`config.mk`:
```
export PLATFORM = sky130hd
export DESIGN_NAME = dainp_engine
export DESIGN_NICKNAME = d
export VERILOG_FILES = /design/src/rtl/dainp_pkg.sv /design/src/rtl/dainp_ctrl.sv /design/src/rtl/dainp_table.sv /design/src/rtl/dainp_csa_acc.sv /design/src/rtl/dainp_engine.sv
export SDC_FILE = /design/constraint.sdc
export NUM_CORES = 1
export LEC_CHECK = 0
export BUFFER_PORTS_ARGS = -buffer_cell sky130_fd_sc_hd__buf_2
export CAP_MARGIN = 40
export CORE_MARGIN = 3
export CORE_UTILIZATION = 35
export DETAILED_ROUTE_END_ITERATION = 10
export GPL_TIMING_DRIVEN = 1
export HOLD_SLACK_MARGIN = 0.03
export SLEW_MARGIN = 15
export SYNTH_ARGS = -nofsm -noshare
export SYNTH_HDL_FRONTEND = slang
export SYNTH_HIERARCHICAL = 1
export SYNTH_SLANG_ARGS = --single-unit
```
`constraint.sdc`:
```
create_clock -name clk_i -period 8.8 [get_ports clk_i]
set_clock_uncertainty 0.15 [all_clocks]
set_input_delay 2.2 -clock clk_i [delete_from_list [all_inputs] [get_ports clk_i]]
set_output_delay 2.2 -clock clk_i [all_outputs]
set_load 0.02 [all_outputs]
```
`src/rtl/dainp_pkg.sv`:
```
package dainp_pkg;
  localparam int unsigned NTAP  = 4;
  localparam int unsigned NADDR = 1 << NTAP;
endpackage

```
`src/rtl/dainp_ctrl.sv`:
```
module dainp_ctrl #(
  parameter int unsigned CW  = 8,
  localparam int unsigned SW = (CW > 1) ? $clog2(CW) : 1
) (
  input  logic          clk_i,
  input  logic          rst_ni,
  input  logic          start_i,
  output logic          go_o,
  output logic          busy_o,
  output logic          fin_o,
  output logic [SW-1:0] slice_o,
  output logic          first_o,
  output logic          last_o
);
  logic          busy_q, fin_q;
  logic [SW-1:0] cnt_q;

  assign go_o    = start_i & ~busy_q & ~fin_q;
  assign first_o = (cnt_q == '0);
  assign last_o  = (cnt_q == SW'(CW-1));

  always_ff @(posedge clk_i or negedge rst_ni) begin
    if (!rst_ni) begin
      busy_q <= 1'b0;
      fin_q  <= 1'b0;
      cnt_q  <= '0;
    end else begin
      fin_q <= busy_q & last_o;
      if (go_o) begin
        busy_q <= 1'b1;
        cnt_q  <= '0;
      end else if (busy_q) begin
        if (last_o) busy_q <= 1'b0;
        else        cnt_q  <= cnt_q + 1'b1;
      end
    end
  end

  assign busy_o  = busy_q;
  assign fin_o   = fin_q;
  assign slice_o = cnt_q;
endmodule

```
`src/rtl/dainp_table.sv`:
```
module dainp_table
  import dainp_pkg::*;
#(
  parameter int unsigned XW = 8,
  localparam int unsigned TW = XW + 2
) (
  input  logic                   clk_i,
  input  logic                   rst_ni,
  input  logic                   load_i,
  input  logic [NTAP*XW-1:0]     smp_i,
  input  logic [NTAP-1:0]        addr_i,
  input  logic                   neg_i,
  output logic [TW-1:0]          op_o
);
  logic [TW-1:0] ext  [NTAP];
  logic [TW-1:0] tab_q [1:NADDR-1];
  logic [TW-1:0] raw;

  for (genvar k = 0; k < NTAP; k++) begin : g_ext
    assign ext[k] = {{2{smp_i[k*XW+XW-1]}}, smp_i[k*XW +: XW]};
  end

  for (genvar a = 1; a < NADDR; a++) begin : g_ent
    logic [TW-1:0] sum_d;
    assign sum_d = (((a >> 0) & 1) != 0 ? ext[0] : '0)
                 + (((a >> 1) & 1) != 0 ? ext[1] : '0)
                 + (((a >> 2) & 1) != 0 ? ext[2] : '0)
                 + (((a >> 3) & 1) != 0 ? ext[3] : '0);
    always_ff @(posedge clk_i or negedge rst_ni) begin
      if (!rst_ni)     tab_q[a] <= '0;
      else if (load_i) tab_q[a] <= sum_d;
    end
  end

  always_comb begin
    raw = '0;
    for (int a = 1; a < int'(NADDR); a++)
      if (addr_i == NTAP'(a)) raw = tab_q[a];
  end

  // ones complement on sign slice, then MSB flip to offset-binary form
  assign op_o = {~(raw[TW-1] ^ neg_i), raw[TW-2:0] ^ {(TW-1){neg_i}}};
endmodule

```
`src/rtl/dainp_csa_acc.sv`:
```
module dainp_csa_acc #(
  parameter int unsigned TW = 10,
  parameter int unsigned CW = 8,
  localparam int unsigned AW = TW + 1
) (
  input  logic          clk_i,
  input  logic          rst_ni,
  input  logic          en_i,
  input  logic          clr_i,
  input  logic [TW-1:0] op_i,
  output logic [AW-1:0] sum_o,
  output logic [AW-1:0] car_o,
  output logic [CW-2:0] low_o
);
  logic [AW-1:0] s_q, c_q, a, b, p, u, maj;
  logic [CW-2:0] low_q;
  logic [CW-1:0] low_sh;

  assign a   = clr_i ? '0 : (s_q >> 1);
  assign b   = clr_i ? '0 : (c_q >> 1);
  assign p   = {1'b0, op_i};
  assign u   = a ^ b ^ p;
  assign maj = (a & b) | (a & p) | (b & p);
  assign low_sh = {s_q[0], low_q};

  always_ff @(posedge clk_i or negedge rst_ni) begin
    if (!rst_ni) begin
      s_q   <= '0;
      c_q   <= '0;
      low_q <= '0;
    end else if (en_i) begin
      s_q <= u;
      c_q <= {maj[AW-2:0], 1'b0};
      // carry word LSB is always zero, so s_q[0] is the exact bit leaving
      if (!clr_i) low_q <= low_sh[CW-1:1];
    end
  end

  assign sum_o = s_q;
  assign car_o = c_q;
  assign low_o = low_q;
endmodule

```
`src/rtl/dainp_engine.sv`:
```
module dainp_engine
  import dainp_pkg::*;
#(
  parameter int unsigned XW = 8,
  parameter int unsigned CW = 8,
  localparam int unsigned TW = XW + 2,
  localparam int unsigned AW = TW + 1,
  localparam int unsigned RW = XW + CW + 2,
  localparam int unsigned SW = (CW > 1) ? $clog2(CW) : 1
) (
  input  logic                 clk_i,
  input  logic                 rst_ni,
  input  logic                 start_i,
  input  logic [NTAP*CW-1:0]   wgt_i,
  input  logic [NTAP*XW-1:0]   smp_i,
  output logic [RW-1:0]        result_o,
  output logic                 done_o
);
  localparam logic [RW-1:0] BIAS = RW'(1) << (TW - 1);
  localparam logic [RW-1:0] FIX  = BIAS - (BIAS << CW);

  logic          go, busy, fin, first, last;
  logic [SW-1:0] slice;
  logic [NTAP*CW-1:0] wgt_q;
  logic [NTAP-1:0]    addr;
  logic [TW-1:0]      op;
  logic [AW-1:0]      s_w, c_w;
  logic [CW-2:0]      low;
  logic [RW-1:0]      hi_sum, total, res_d;
  logic               done_q;
  logic [RW-1:0]      res_q;

  dainp_ctrl #(.CW(CW)) u_ctrl (
    .clk_i, .rst_ni, .start_i,
    .go_o(go), .busy_o(busy), .fin_o(fin),
    .slice_o(slice), .first_o(first), .last_o(last)
  );

  always_ff @(posedge clk_i or negedge rst_ni) begin
    if (!rst_ni)  wgt_q <= '0;
    else if (go)  wgt_q <= wgt_i;
  end

  for (genvar k = 0; k < NTAP; k++) begin : g_addr
    assign addr[k] = wgt_q[k*CW + int'(slice)];
  end

  dainp_table #(.XW(XW)) u_tab (
    .clk_i, .rst_ni, .load_i(go), .smp_i,
    .addr_i(addr), .neg_i(last), .op_o(op)
  );

  dainp_csa_acc #(.TW(TW), .CW(CW)) u_acc (
    .clk_i, .rst_ni, .en_i(busy), .clr_i(first), .op_i(op),
    .sum_o(s_w), .car_o(c_w), .low_o(low)
  );

  // final adder: carry-in one completes the sign-slice negation
  assign hi_sum = {{(CW-1){1'b0}}, s_w} + {{(CW-1){1'b0}}, c_w} + RW'(1);
  assign total  = (hi_sum << (CW - 1)) | {{(RW-CW+1){1'b0}}, low};
  assign res_d  = total + FIX;

  always_ff @(posedge clk_i or negedge rst_ni) begin
    if (!rst_ni) begin
      done_q <= 1'b0;
      res_q  <= '0;
    end else begin
      done_q <= fin;
      if (fin) res_q <= res_d;
    end
  end

  assign result_o = res_q;
  assign done_o   = done_q;
endmodule

```
Word level (Yosys, flattened, before mapping)
Cells that the tools add are included.
{"block": "word_totals", "register_bits": 223, "out_inout_bits": 19, "in_bits": 67, "wordCells": 115}
{"block": "classes", "n_eq_ne": 17, "n_addsub": 18, "n_reduce_logical": 4, "n_lt_le_gt_ge": 4, "n_bitwise": 17, "n_mux": 31}
{"op": "$mux W10", "n": 17}
{"op": "$add A8 B8 Y9", "n": 6}
{"op": "$add A9 B8 Y10", "n": 4}
{"op": "$eq A4 B4 Y1 const B", "n": 8}
{"op": "$and A10 B10 Y10", "n": 3}
{"op": "$or A10 B10 Y10", "n": 2}
{"op": "$add A18 B18 Y18 const B", "n": 1}
{"op": "$or A18 B7 Y18", "n": 1}
{"op": "$eq A4 B3 Y1 const B", "n": 4}
{"op": "$bmux W1 S5", "n": 3}
{"op": "$add A5 B3 Y6 const A", "n": 2}
{"op": "$lt A6 B6 Y1 const B", "n": 2}
{"op": "$add A11 B1 Y11 const B", "n": 1}
{"op": "$add A11 B11 Y11", "n": 1}
{"op": "$xor A11 B10 Y11", "n": 1}
{"op": "$xor A11 B11 Y11", "n": 1}
{"op": "$add A10 B10 Y10", "n": 1}
{"op": "$mux W3", "n": 3}
{"op": "$xor A9 B9 Y9", "n": 1}
{"op": "$eq A4 B2 Y1 const B", "n": 2}
{"op": "$mux W1", "n": 7}
{"op": "$lt A3 B6 Y1 const B", "n": 1}
{"op": "$lt A5 B6 Y1 const B", "n": 1}
{"op": "$add A4 B3 Y5 const A", "n": 1}
{"op": "11 further kinds", "n": 17}

Depth between registers and ports, before layout
{"block": "depth", "depth_word": 24, "mapped_depth": 19, "depth_no_buf": 19}

By module
Netlist, hierarchy kept.
{"mod": "dainp_table", "area_each_um2": 10062.2, "cells_per_inst": 1002, "instances": 1}
{"mod": "dainp_engine", "area_each_um2": 2701.3, "cells_per_inst": 209, "instances": 1}
{"mod": "dainp_csa_acc", "area_each_um2": 1398.8, "cells_per_inst": 121, "instances": 1}
{"mod": "dainp_ctrl", "area_each_um2": 295.3, "cells_per_inst": 24, "instances": 1}

Worst setup path before layout
Ideal clock, no wire load.
{"block": "synth_timing", "kind": "in2reg", "from": "input smp_i[0]", "to": "register u_tab/tab_q[9] (netlist bit)", "path_buffers": 0, "setup_ns": 0.125, "path_slack_ns": 2.859, "cell_stages": 19, "arrival_ns": 5.666, "path_cell_list": "ha_1 -> fa_1 -> a21o_1 -> a21oi_1 -> nor2b_1 -> o31ai_1 -> a21boi_1 -> ha_1 -> a21oi_1 -> nand2_1 -> o41ai_2 -> xnor2_1 -> ha_1 -> nor3b_1 -> and3_1 -> a31o_2 -> a211oi_1 -> xor2_1 -> mux2_2"}
{"block": "synth_via", "elab_chain_cells": 3}
{"element": "from (decl)", "line_no": "dainp_engine.sv:15", "source": "input logic [NTAP*XW-1:0] smp_i,"}
{"element": "$add A8 B8 Y9"}
{"element": "via u_tab.g_ent[3].sum_d[6]", "line_no": "dainp_table.sv:24", "source": "logic [TW-1:0] sum_d;"}
{"element": "$add A9 B8 Y10", "line_no": "dainp_table.sv:27", "source": "+ (((a >> 2) & 1) != 0 ? ext[2] : '0)"}
{"element": "via u_tab.g_ent[7].sum_d[7]", "line_no": "dainp_table.sv:24"}
{"element": "$add A10 B10 Y10", "line_no": "dainp_table.sv:28", "source": "+ (((a >> 3) & 1) != 0 ? ext[3] : '0);"}
{"element": "to (signal, indexed assignment)", "line_no": "dainp_table.sv:31", "source": "else if (load_i) tab_q[a] <= sum_d;"}
{"element": "to (decl)", "line_no": "dainp_table.sv:16", "source": "logic [TW-1:0] tab_q [1:NADDR-1];"}
The timed path passes the listed nets, and every way through them passes these cells.
A chain may end at the register's enable or synchronous reset.

Worst setup path after layout
Same ends and word-level chain as after synthesis.

==> impl_metrics.ini <==
[timing]
rsz0062_at_grt = false
worstMarginPinSlew_ns = 0.937
fin_crit_sh = 0.692
drv_slew = 0
max_freq_ghz = 0.164
min_period_ns = 6.09
hold_violations = 0
setup_tns_ns = 0
final-setup-viol-count = 0
postLayoutSetupSlackWorst_ns = 2.71
relSlewSlack = 0.376

[floorplanning]
die_w_um = 209
io_pins = 86
start_util = 0.359
fp-row-count = 73
die_height_um = 209
die_area_sq_um = 43800
core_area_sq_um = 40300

[cts]
numCtsBuffers = 27
ctsHoldBuffers = 0
path_clk_slew_ns = 0.06
cts_tree = built
cts.sinks = 219
clock_tree.buffer_depth = 3
cts_max_level = 1
clkLatencyLatePin_ns = 0.54
cts_setup_buffers = 0
ctsResizeCount = 0
cts_root_buffer = clkbuf_16

[synth]
synth_ff_type = dfrtp_1
synth_cells = 1356
synth-warning-count = 6
synth_edf_count = 0
yosys.area_share.simple = 0.0944
async_flop_share = 1.00
synth-xor-area-share = 0.0503
synth_seq_area_share = 0.379
synth_cell_types = 79
syn-cell-area_sq_um = 14500
synth_fa_ha_area_frac = 0.124
syn_area_per_cell_sq_um = 10.7
synth_top_family_by_area = multiplexers
synth_seq_cells = 219
synth_compound_area_frac = 0.145
synth.area.mux_share = 0.171

[placement]
dp_slack_ns = 2.24
port_buffers = 85
dpl.hpwl_mm = 28.7
gp_congestion = 0.852

[drt]
wire_per_inst_um = 20.1
wl_mm = 39.7
via_count = 10600
drc = 0
drtAntennaViolNets = 0
drt_iter0_markers = 659
firstDrtPassIters = 5
vias_per_cell = 5.39

[power]
p_sw_mw = 3.34
p_seq_frac = 0.250
p_clk_frac = 0.148
p_comb_frac = 0.602
internal-power_mw = 4.12
ir_worst_vdd_mv = 0.173
leakage_nw = 7.16
power_density_nw_per_um2 = 458
fin_total_pwr_mw = 7.46
sw_frac_of_total = 0.448

[global_routing]
busiest_layer = met2
grt_first_pass_wirelength_mm = 62.7
grt_pass1_vias = 10900
antenna_found_initial = 0
use_met1 = 0.250
met2_usage = 0.293
track_usage = 0.180
grt_use_met3 = 0.0210
globalRouteOverflowTotal = 0
grt_max_degree = 179

[worst_setup_path]
end_kind = flip-flop
crit_arrival_ns = 6.35
worstSetupPathType = in -> reg
worstPathMaxFanout = 4
critPathRequiredTime_ns = 9.07
start_kind = input pin
rrSetupSlack_ns = 3.81

[finish]
syn2layout_area_growth_pct = 12.5
antenna_cells = 0
finalNetCount = 1623
fillers = 3928
drive_gt1_frac = 0.237

[job]
drv_cap = 0

[min_path]
hp-class = reg -> reg

[status]
status = completed
-- flip-flops by register name (all words and copies together), names as in the netlist --
name	count
u_ctrl/busy_o	1
wgt_q	32
u_ctrl/fin_o	1
u_ctrl/slice_o	3
u_acc/low_o	7
u_tab/tab_q	136
u_acc/car_o	10
done_o	1
u_acc/sum_o	10
result_o	18
-- synthesized netlist by cell type (21+ instances only) --
| master | number | area (sq um) |
|---|---|---|
| a21o_1 | 22 | 165 |
| mux2i_1 | 21 | 210 |
| nor2b_1 | 25 | 156 |
| ha_1 | 110 | 1380 |
| inv_1 | 54 | 203 |
| clkbuf_1 | 30 | 113 |
| dfrtp_1 | 219 | 5480 |
| xor2_1 | 24 | 210 |
| xnor2_1 | 59 | 517 |
| nor3_1 | 30 | 150 |
| fa_1 | 21 | 420 |
| nand2_1 | 49 | 184 |
| nor2_1 | 111 | 417 |
| mux2_2 | 157 | 1770 |
| a21oi_1 | 106 | 531 |
| nand2b_1 | 28 | 175 |
| o21ai_0 | 48 | 240 |
-- placed cells by master (no fill, tap or decap), types with 9 or more instances in the layout --
master     instances
o21ai_0           48
mux4_2             9
xor2_1            24
o21ai_1           10
fa_1              21
nor2_1           110
a221o_1            9
nand2_1           49
a21o_1            22
a31oi_1           13
mux2_4            10
inv_1             54
nor3_1            30
o21a_1            10
o21bai_1           9
buf_2             84
ha_1             110
clkbuf_16         27
mux2i_1           21
a211oi_1           9
mux2_2           157
dfrtp_1          219
nor2b_1           25
mux2_1            13
nand3_1           10
nand2b_1          28
a21oi_1          106
xnor2_1           59
-- routing by layer --
layer  routed length, um  vias up  part of all wire
li1                    -     5044                 -
met1               18200     5270              0.46
met2               18500      249              0.47
met3                1730       61             0.044
met4                1230        0             0.031
met5                   0        -                 0
-- critical path, cell delays in order --
cell and delay (ns):
buf_2 0.13, ha_1 0.25, fa_1 0.43, a21o_1 0.18, a21oi_1 0.24, nor2b_1 0.11
o31ai_1 0.27, a21boi_1 0.31, ha_1 0.32, a21oi_1 0.15, nand2_1 0.08, o41ai_2 0.07
xnor2_1 0.22, ha_1 0.27, nor3b_1 0.08, and3_1 0.18, a31o_2 0.20, a211oi_1 0.27
xor2_1 0.10, mux2_2 0.27
-- kinds of logic after synthesis --
family,Yosys count
adders and majority gates,131
AOI/OAI and AO/OA,315
and+or+nand+nor,282
other,1
xor gates and xnor gates,83
DFF,219
muxes,210
buffers and inverters,115
-- area by class of cell --
cell class,instances,area [sq um],share of cell area
tap,525,657,0.0404
sequential,219,5480,0.337
inverter,57,214,0.0131
clock inverter,10,81.3,0.00500
timing repair buffer,97,566,0.0348
clock buffer,39,801,0.0492
multi-input combinational,1023,8470,0.521
-- worst paths after layout --
kind,cells after the start,to,start
min reg2reg,2,result_o[9]$_DFFE_PN0P_,result_o[9]$_DFFE_PN0P_
max reg2reg,12,u_acc/sum_o[5]$_DFFE_PN0P_,u_ctrl/slice_o[0]$_DFFE_PN0P_
min in group asynchronous,1,u_tab/tab_q[55]$_DFFE_PN0P_,rst_ni
min,2,result_o[9]$_DFFE_PN0P_,result_o[9]$_DFFE_PN0P_
max in group asynchronous,3,wgt_q[14]$_DFFE_PN0P_,rst_ni
max,20,u_tab/tab_q[9]$_DFFE_PN0P_,smp_i[0]
-- power groups by stage --
stage | sequential (mW) | combinational, mW | clock, mW
floorplan | 1.80 | 3.37 | 0
global route | 1.93 | 4.98 | 1.18
detailed placement | 1.88 | 4.49 | 0
CTS | 1.86 | 4.52 | 1.15
global placement | 1.87 | 4.37 | 0
finish | 1.86 | 4.49 | 1.10
-- stage by stage --
step           cells  hold WS (ns)  instance area, sq um  utilization
5_1_grt         1970         0.340                 16300        0.404
3_3_place_gp    1917         0.311                 15300        0.381
2_1_floorplan   1357         0.223                 14500            -
6_report        1970         0.332                 16300        0.404
4_1_cts         1970         0.332                 16300        0.404
3_5_place_dp    1921         0.311                 15400        0.382
(Power assumes the default switching activity.)
